## config.mk

```make
export PLATFORM = sky130hd
export DESIGN_NAME = disk_dma_channel
export DESIGN_NICKNAME = d
export VERILOG_FILES = /design/src/rtl/dma_chan_pkg.sv /design/src/rtl/dma_addr_ctr.sv /design/src/rtl/dma_status_unit.sv /design/src/rtl/disk_dma_channel.sv
export SDC_FILE = /design/constraint.sdc
export NUM_CORES = 1
export LEC_CHECK = 0
export BUFFER_PORTS_ARGS = -buffer_cell sky130_fd_sc_hd__buf_4
export CAP_MARGIN = 20
export CORE_ASPECT_RATIO = 0.75
export CORE_UTILIZATION = 50
export DETAILED_ROUTE_END_ITERATION = 10
export GPL_TIMING_DRIVEN = 0
export PLACE_DENSITY = 0.81
export SYNTH_ARGS = -nofsm -noshare
export SYNTH_HDL_FRONTEND = slang
export SYNTH_SLANG_ARGS = --single-unit
export TNS_END_PERCENT = 50
```

## constraint.sdc

```tcl
create_clock -name clk -period 3.35 [get_ports clk]
set_clock_uncertainty 0.15 [all_clocks]
set_input_delay 0.1675 -clock clk [delete_from_list [all_inputs] [get_ports clk]]
set_output_delay 0.1675 -clock clk [all_outputs]
set_load 0.02 [all_outputs]
```

## src/rtl/dma_chan_pkg.sv

```systemverilog
package dma_chan_pkg;
    typedef enum logic [2:0] {
        ST_IDLE,
        ST_ARB,
        ST_BACKOFF,
        ST_OWN,
        ST_STROBE,
        ST_HSK_END,
        ST_STAT_END
    } chan_state_e;
endpackage

```

## src/rtl/dma_addr_ctr.sv

```systemverilog
module dma_addr_ctr #(
    parameter int ADDR_W = 24,
    parameter int BYTE_W = 8
) (
    input  logic              clk,
    input  logic              rst_n,
    input  logic              wr,
    input  logic [BYTE_W-1:0] wdata,
    input  logic              clr,
    input  logic              wide,
    input  logic              inc,
    output logic [ADDR_W-1:0] addr
);
    localparam int NARROW_W = 2 * BYTE_W;

    logic [ADDR_W-1:0] addr_d, addr_q;

    always_comb begin
        addr_d = addr_q;
        if (clr) begin
            addr_d = '0;
        end else if (wr) begin
            if (wide) addr_d = {addr_q[ADDR_W-BYTE_W-1:0], wdata};
            else      addr_d = ADDR_W'({addr_q[NARROW_W-BYTE_W-1:0], wdata});
        end else if (inc) begin
            addr_d = addr_q + 1'b1;
        end
    end

    always_ff @(posedge clk or negedge rst_n) begin
        if (!rst_n) addr_q <= '0;
        else        addr_q <= addr_d;
    end

    assign addr = addr_q;
endmodule

```

## src/rtl/dma_status_unit.sv

```systemverilog
module dma_status_unit #(
    parameter int DATA_W = 8
) (
    input  logic              clk,
    input  logic              rst_n,
    input  logic              dma_en,
    input  logic              irq_en,
    input  logic              stat_cap,
    input  logic              msg_cap,
    input  logic [DATA_W-1:0] stat_byte,
    output logic              done,
    output logic              irq,
    output logic [DATA_W-1:0] cstat
);
    typedef struct packed {
        logic              en;
        logic              done;
        logic              irq;
        logic [DATA_W-1:0] cstat;
    } stat_t;

    stat_t st_d, st_q;

    always_comb begin
        st_d    = st_q;
        st_d.en = dma_en;
        if (dma_en && !st_q.en) begin
            st_d.done = 1'b0;
            st_d.irq  = 1'b0;
        end
        if (stat_cap) st_d.cstat = stat_byte;
        if (msg_cap) begin
            st_d.done = 1'b1;
            if (irq_en) st_d.irq = 1'b1;
        end
    end

    always_ff @(posedge clk or negedge rst_n) begin
        if (!rst_n) begin
            st_q.en    <= 1'b0;
            st_q.done  <= 1'b1;
            st_q.irq   <= 1'b0;
            st_q.cstat <= '0;
        end else begin
            st_q <= st_d;
        end
    end

    assign done  = st_q.done | ~dma_en;
    assign irq   = st_q.irq;
    assign cstat = st_q.cstat;
endmodule

```

## src/rtl/disk_dma_channel.sv

```systemverilog
module disk_dma_channel
    import dma_chan_pkg::*;
#(
    parameter int ADDR_W = 24,
    parameter int DATA_W = 8,
    parameter int PRIO_W = 4
) (
    input  logic              clk,
    input  logic              rst_n,
    input  logic              dma_en,
    input  logic              irq_en,
    input  logic              burst_mode,
    input  logic              wide_mode,
    input  logic [PRIO_W-1:0] prio,
    input  logic              addr_wr,
    input  logic [DATA_W-1:0] addr_wdata,
    input  logic              addr_clr,
    input  logic              ctl_req,
    input  logic              ctl_in,
    input  logic              ctl_cmd,
    input  logic              ctl_msg,
    input  logic [DATA_W-1:0] ctl_din,
    output logic [DATA_W-1:0] ctl_dout,
    output logic              ctl_ack,
    output logic              hold_req,
    input  logic              hold_ack,
    output logic [PRIO_W-1:0] arb_code_out,
    input  logic [PRIO_W-1:0] arb_code_in,
    output logic [ADDR_W-1:0] mem_addr,
    output logic              mem_rd,
    output logic              mem_wr,
    output logic [DATA_W-1:0] mem_wdata,
    input  logic [DATA_W-1:0] mem_rdata,
    input  logic              mem_ready,
    output logic              done,
    output logic              irq,
    output logic [DATA_W-1:0] cstat
);
    typedef struct packed {
        chan_state_e       state;
        logic [DATA_W-1:0] dout;
    } fsm_t;

    fsm_t fsm_d, fsm_q;
    logic addr_inc, stat_cap, msg_cap;
    logic data_phase, stat_phase, arb_won;

    assign data_phase = ctl_req && !ctl_cmd;
    assign stat_phase = ctl_req && ctl_cmd;
    assign arb_won    = hold_ack && (arb_code_in == prio);

    always_comb begin
        fsm_d    = fsm_q;
        addr_inc = 1'b0;
        stat_cap = 1'b0;
        msg_cap  = 1'b0;
        unique case (fsm_q.state)
            ST_IDLE: begin
                if (dma_en) begin
                    if (data_phase) begin
                        fsm_d.state = ST_ARB;
                    end else if (stat_phase) begin
                        stat_cap    = !ctl_msg;
                        msg_cap     = ctl_msg;
                        fsm_d.state = ST_STAT_END;
                    end
                end
            end
            ST_ARB: begin
                if (!dma_en)       fsm_d.state = ST_IDLE;
                else if (hold_ack) fsm_d.state = arb_won ? ST_OWN : ST_BACKOFF;
            end
            ST_BACKOFF: begin
                if (!dma_en)        fsm_d.state = ST_IDLE;
                else if (!hold_ack) fsm_d.state = ST_ARB;
            end
            ST_OWN: begin
                if (!dma_en || stat_phase) fsm_d.state = ST_IDLE;
                else if (data_phase)       fsm_d.state = ST_STROBE;
            end
            ST_STROBE: begin
                if (mem_ready) begin
                    addr_inc = 1'b1;
                    if (ctl_in) fsm_d.dout = mem_rdata;
                    fsm_d.state = ST_HSK_END;
                end
            end
            ST_HSK_END: begin
                if (!ctl_req) fsm_d.state = (burst_mode && dma_en) ? ST_OWN : ST_IDLE;
            end
            ST_STAT_END: begin
                if (!ctl_req) fsm_d.state = ST_IDLE;
            end
            default: fsm_d.state = ST_IDLE;
        endcase
    end

    always_ff @(posedge clk or negedge rst_n) begin
        if (!rst_n) begin
            fsm_q.state <= ST_IDLE;
            fsm_q.dout  <= '0;
        end else begin
            fsm_q <= fsm_d;
        end
    end

    assign hold_req     = (fsm_q.state == ST_ARB) || (fsm_q.state == ST_OWN) ||
                          (fsm_q.state == ST_STROBE) || (fsm_q.state == ST_HSK_END);
    assign arb_code_out = hold_req ? prio : '0;
    assign mem_rd       = (fsm_q.state == ST_STROBE) && ctl_in;
    assign mem_wr       = (fsm_q.state == ST_STROBE) && !ctl_in;
    assign mem_wdata    = ctl_din;
    assign ctl_ack      = (fsm_q.state == ST_HSK_END) || (fsm_q.state == ST_STAT_END);
    assign ctl_dout     = fsm_q.dout;

    dma_addr_ctr #(.ADDR_W(ADDR_W), .BYTE_W(DATA_W)) u_addr (
        .clk   (clk),
        .rst_n (rst_n),
        .wr    (addr_wr),
        .wdata (addr_wdata),
        .clr   (addr_clr),
        .wide  (wide_mode),
        .inc   (addr_inc),
        .addr  (mem_addr)
    );

    dma_status_unit #(.DATA_W(DATA_W)) u_stat (
        .clk       (clk),
        .rst_n     (rst_n),
        .dma_en    (dma_en),
        .irq_en    (irq_en),
        .stat_cap  (stat_cap),
        .msg_cap   (msg_cap),
        .stat_byte (ctl_din),
        .done      (done),
        .irq       (irq),
        .cstat     (cstat)
    );
endmodule

```

==> results.cfg, run 1 <==
[yosys]
synth_area_leader_cell = dfrtp_1
synth_warnings = 0
yosysTopAreaCellShare_pct = 39.4
synth_edf_count = 0
synth_top_cells_by_area = dfrtp_1 39%, mux2_2 6.7%, buf_4 6.6%
synth_area_um2 = 2860
syn_nets = 337
syn_avg_cell_area_um2 = 9.85
async_reset_ff_share_pct = 100
ys_types = 55
syn_inst = 290
ys_ff_latch = 46
seq_area_frac_synth_pct = 40.3
synth-main-ff-cell = dfrtp_1

[placement]
place_hpwl_um = 5480
dp_slack_ns = 0.826
placed_cells = 468
dpl_cell_area_um2 = 3720
io_buffers = 103
globalplace.congestion = 0.907

[sta]
fin_crit_sh_pct = 78.4
setup_slack_ns = 0.723
fmax_mhz = 381
maxSlewHeadroom_pct = 39.1
tightest_slew_ns = 0.906
tns_ns = 0
setup_viol = 0
fin_crit_ns = 2.63
maxSlewViolCount = 0
hold_viol_final = 0
rsz0062_at_grt = false

[setup_path]
startpoint_type = register
cpPeakStageDelay_ns = 0.78
crit_path_cell_trace = ha_1 -> nand4_1 -> nor4_1 -> nand2b_1 -> xor2_1 -> o32ai_1
slowest_stage = nor4_1
required_ns = 3.40
crit_fanout = 7
cp.arrival_ns = 2.68
cp-end-kind = register
path_buf_inv = 0
critPathTopFamily = simple AND/OR/NAND/NOR gates
critPathKind = register to register

[floorplanning]
ios = 104
die_w_um = 89.3
dieArea_um2 = 6020
num_rows = 23
core_area_um2 = 5410
die_h_um = 67.5
start_util_pct = 52.8

[layout]
layout-drive-gt1-share_pct = 40.8
fin_util_pct = 76.1
design_area_um2 = 4120
diodes = 0
seq_area_um2 = 1150
syn2layout_area_growth_pct = 44.1
layout_common_cells = 128 x buf_4, 45 x dfrtp_1, 28 x dlygate4sd3_1
multiInputGateArea_um2 = 1440
nets = 475
fillers = 401
final_common_cell = buf_4
final_cells = 504

[cts]
root_buffer = clkbuf_8
cts-htree-levels = 2
cts_buffer_depth = 2
clk_latency_ns = 0.31
cts_tree = yes
cts_buffers = 5
clkSinkCount = 46
cts.clk_slew.worst_paths_ns = 0.10

[routing]
drtIter0Drc = 214
vias = 2741
wl_um = 8120
drc = 0
ant_nets = 0
viasPerCell = 5.44
drtPass1Iterations = 4
wl_per_cell_um = 16.1

[power_and_ir_drop]
leakagePower_nw = 1.83
seq_power_share_pct = 33.8
p_clk_share_pct = 18.2
p_sw_uw = 841
power_density_nw_per_um2 = 566
power.internal_mw = 1.49
vdd_drop_max_uv = 356
sw_frac_of_total_pct = 36.1
p_comb_share_pct = 48.0

[run]
cap_violations = 0

[global_route]
grt_max_degree = 47
antenna_found_initial = 0
grt_overflow_total = 0
grt_pass1_vias = 2540
grt_pass1_wl_um = 12300
grtUsageTotal_pct = 27.4

[status]
outcome = finished, final reports clean

[worst_hold_path]
hold_class = primary input to register
## stage by stage
stage	total power [mW]	hold slack [ns]
3_3_place_gp	1.85	0.0537
2_1_floorplan	1.49	-0.278
6_report	2.33	0.00351
4_1_cts	2.32	0.00545
5_1_grt	2.46	0.00886
3_5_place_dp	1.88	0.0532
## final timing paths
kind                                       startpoint                     endpoint  slack (ns)  cells after the start
setup reg to reg           u_addr.addr[1]$_DFFE_PN0P_  u_addr.addr[22]$_DFFE_PN0P_        0.72                      6
max in group asynchronous                       rst_n   u_addr.addr[3]$_DFFE_PN0P_        2.41                      2
hold reg to reg               ctl_dout[4]$_DFFE_PN0P_      ctl_dout[4]$_DFFE_PN0P_        0.36                      1
hold / removal                          addr_wdata[4]   u_addr.addr[4]$_DFFE_PN0P_       0.004                      3
min in group asynchronous                       rst_n      ctl_dout[1]$_DFFE_PN0P_        0.25                      2
setup / recovery           u_addr.addr[1]$_DFFE_PN0P_  u_addr.addr[22]$_DFFE_PN0P_        0.72                      6
## power by group through the flow
stage               registers [mW]  logic [mW]  clock network (mW)
finish                       0.787        1.12               0.425
global route                 0.808        1.20               0.450
CTS                          0.782        1.11               0.431
detailed placement           0.794        1.08                   0
global placement             0.782        1.06                   0
floorplan                    0.786       0.702                   0
## state kept, by name, summed over array words and instances, names as in the netlist
name          cells
u_stat.cstat      8
u_addr.addr      24
fsm_q             3
u_stat.irq        1
ctl_dout          8
u_stat.st_q       2
## cells in the mapped netlist, types with 6 or more instances
library cell,number
clkbuf_1,7
nand4_1,7
nand3_1,9
nor3_1,6
a21oi_1,15
nand2_1,22
xnor2_1,20
dfrtp_1,45
mux2_2,17
nor2_1,19
buf_4,25
nand2b_1,8
a211oi_1,10
o21ai_0,9
## layout make-up
type | instances | share of cell area [%]
clock inverters | 3 | 1.06
multi-input cells | 202 | 34.9
repair buffers | 131 | 25.6
inverters | 5 | 0.456
clock buffers | 5 | 1.67
plain buffers | 37 | 6.11
well taps | 75 | 2.28
flip-flops and latches | 46 | 28.0
## routing by layer
metal  wire length, um  up-vias  track usage (%)
met5                 0        -                0
met4                66        0             5.56
met3               632        7             5.75
met2              3980      122             47.1
met1              3440     1318             35.9
li1                  -     1294                -
## logic make-up (layout without fill, tap and decap cells)
logic type | Yosys count | in the layout | synth area share [%]
AO/OA/AOI/OAI | 52 | 52 | 12.4
XOR/XNOR | 24 | 24 | 7.36
adder cells (fa/ha/maj) | 1 | 1 | 0.438
buffers and inverters | 42 | 181 | 9.46
flip-flops | 46 | 46 | 40.3
multiplexers | 20 | 20 | 7.75
AND/OR/NAND/NOR | 105 | 105 | 22.3
## worst min-delay path, stage by stage
cell and delay, ns:
buf_4 0.11, nor2_1 0.10, a311oi_1 0.06
## what timing repair did
item | 4_1_cts | 5_1_grt
hold endpoints to repair | 73 | 0
setup buffers | 0 | 0
hold buffers | 28 | 0
resized for setup | 0 | 0
No activity file was read; power rests on OpenSTA's default activity.
==> run 2: changes to the inputs <==
--- a/config.mk
+++ b/config.mk
@@ -5,13 +5,14 @@
 export SDC_FILE = /design/constraint.sdc
 export NUM_CORES = 1
 export LEC_CHECK = 0
+export ABC_AREA = 1
 export BUFFER_PORTS_ARGS = -buffer_cell sky130_fd_sc_hd__buf_4
 export CAP_MARGIN = 20
 export CORE_ASPECT_RATIO = 0.75
 export CORE_UTILIZATION = 50
 export DETAILED_ROUTE_END_ITERATION = 10
 export GPL_TIMING_DRIVEN = 0
-export PLACE_DENSITY = 0.81
+export PLACE_DENSITY = 0.79
 export SYNTH_ARGS = -nofsm -noshare
 export SYNTH_HDL_FRONTEND = slang
 export SYNTH_SLANG_ARGS = --single-unit
==> constraint.sdc (replaced) <==
create_clock -name clk -period 2.66 [get_ports clk]
set_clock_uncertainty 0.15 [all_clocks]
set_input_delay 0.133 -clock clk [delete_from_list [all_inputs] [get_ports clk]]
set_output_delay 0.133 -clock clk [all_outputs]
set_load 0.02 [all_outputs]
==> results.cfg, run 2 <==
[yosys]
synth_area_leader_cell = dfrtp_1
synth_area_um2 = 3200
synth_edf_count = 0
syn_nets = 495
seq_area_frac_synth_pct = 36.0
yosysTopAreaCellShare_pct = 35.1
async_reset_ff_share_pct = 100
ys_types = 34
syn_avg_cell_area_um2 = 7.15
synth_common_cells = 122 x nand2_1, 46 x nor2_1, 45 x dfrtp_1, 45 x nand3_1, 42 x inv_1
syn_inst = 448
synth.most_common_cell = nand2_1
synth-main-ff-cell = dfrtp_1
ys_ff_latch = 46
synth_warnings = 0
synth_top_cells_by_area = dfrtp_1 35%, nand2_1 14%, nand3_1 7.0%

[placement]
globalplace.congestion = 0.892
io_buffers = 101
place_hpwl_um = 6490
dpl_cell_area_um2 = 4060

[setup_path]
rr_worst_depth = 10
critPathTopFamily = simple AND/OR/NAND/NOR gates
crit_start = u_addr.addr[0]$_DFFE_PN0P_
required_ns = 2.71
critPathKind = register to register
reg2reg_slack_ns = 0.86
path_buf_inv = 0
reg2reg_to = u_addr.addr[22]$_DFFE_PN0P_
crit_path_cell_trace = ha_1 -> nand2_2 -> nor2_4 -> nand2_1 -> nor2_2 -> nand2_1 -> nand2_1 -> nand3_1 -> nand2_1 -> nand2_1
cp.arrival_ns = 1.85
slowest_stage = dfrtp_1
cp.depth = 10
crit_end = u_addr.addr[22]$_DFFE_PN0P_
critPathMostFrequentCell = nand2_1
cp-end-kind = register
startpoint_type = register
r2r-start = u_addr.addr[0]$_DFFE_PN0P_
crit_fanout = 5
cpPeakStageDelay_ns = 0.43

[layout]
fillers = 468
fin_util_pct = 73.9
syn2layout_area_growth_pct = 38.5
layout-drive-gt1-share_pct = 32.0
layout_common_cells = 126 x buf_4, 122 x nand2_1, 46 x nor2_1
diodes = 0
nets = 627
design_area_um2 = 4440
final_common_cell = buf_4
largest_reg_flops = 24

[sta]
fin_crit_sh_pct = 67.7
maxSlewHeadroom_pct = 60.2
setup_viol = 0
tightest_slew_ns = 0.597
hold_viol_final = 0
maxSlewViolCount = 0
fin_crit_ns = 1.80
fmax_mhz = 556
rsz0062_at_grt = false
tns_ns = 0
hold_slack_ns = 0.0286

[global_route]
grt_max_degree = 47
grt_pass1_vias = 3279
grt_overflow_total = 0
grt_pass1_wl_um = 14800
grtUsageTotal_pct = 28.2
antenna_found_initial = 0

[floorplanning]
core_area_um2 = 6010
num_rows = 24
die_h_um = 71.3
ios = 104
dieArea_um2 = 6740
start_util_pct = 53.4
die_w_um = 94.4

[status]
outcome = finished, final reports clean

[cts]
cts_buffers = 5
cts_tree = yes
cts_buffer_depth = 2
clkSinkCount = 46
cts.clk_slew.worst_paths_ns = 0.09
post-cts-setup-buffers = 0
clk_latency_ns = 0.30
cts_resized = 0
root_buffer = clkbuf_8
cts-htree-levels = 2

[routing]
wl_um = 8970
vias = 3437
wl_per_cell_um = 13.6
ant_nets = 0
drc = 0
drtIter0Drc = 248
drtPass1Iterations = 6
viasPerCell = 5.22

[run]
cap_violations = 0

[power_and_ir_drop]
power_density_nw_per_um2 = 728
leakagePower_nw = 2.22
vdd_drop_max_uv = 518

[worst_hold_path]
hold_class = primary input to register
run 2: worst min-delay path by stage:
stage                              from                     endpoint  slack (ns)  depth (start not counted)
final                     addr_wdata[0]   u_addr.addr[0]$_DFFE_PN0P_        0.03                          3
after global routing           addr_clr   u_addr.addr[6]$_DFFE_PN0P_        0.05                          4
after CTS                 addr_wdata[0]   u_addr.addr[0]$_DFFE_PN0P_        0.01                          3
after detailed placement          rst_n   u_addr.addr[9]$_DFFE_PN0P_        0.03                          1
after global placement            rst_n  u_addr.addr[12]$_DFFE_PN0P_        0.03                          1
after floorplan                   rst_n      ctl_dout[0]$_DFFE_PN0P_       -0.31                          0
run 2: layout make-up:
cell class	instances	area, um^2	share of cell area (%)
plain buffers	35	253	5.69
clock buffers	5	68.8	1.55
clock inverters	3	68.8	1.55
inverters	48	183	4.12
multi-input cells	319	1620	36.4
flip-flops and latches	46	1150	26.0
well taps	78	97.6	2.20
repair buffers	125	998	22.5
run 2: cells by family after synthesis:
group,after synthesis,synth area share (%)
simple gates,250,35.8
xor+xnor,7,1.91
fa+ha+maj,1,0.390
mux,10,3.44
flops,46,36.0
compound gates,51,8.86
buf+inv,83,13.6
run 2: where the power goes:
part | switching [mW] | leakage, nW | internal (mW) | total [mW]
clock | 0.252 | 0.0683 | 0.376 | 0.629
sequential | 0.158 | 0.590 | 0.881 | 1.04
combinational | 0.846 | 1.56 | 0.716 | 1.56
total | 1.26 | 2.22 | 1.97 | 3.23
run 2: metal layers:
layer  GRT usage [%]  vias up  wire length [um]
met5               0        -                 0
met2            48.5      177              4210
met3            5.84       21               836
met4            6.15        0               128
met1            36.7     1566              3790
li1                -     1673                 -
run 2: timing repair:
item / CTS / global route
hold buffers: 24 / 0
endpoints found under the setup margin: 0 / 0
endpoints found under the hold margin: 68 / 0
run 2: through the flow:
stage	cells	setup WS [ns]	power (mW)
global route	659	0.671	3.43
floorplan	448	0.958	2.03
global placement	627	0.951	2.53
detailed placement	627	0.921	2.57
finish	659	0.860	3.23
CTS	659	0.869	3.23
run 2: tightest hold or removal path, delay by kind of cell:
family | cells | cell delay (ns)
AO/OA/AOI/OAI | 2 | 0.21
buffers and inverters | 1 | 0.09
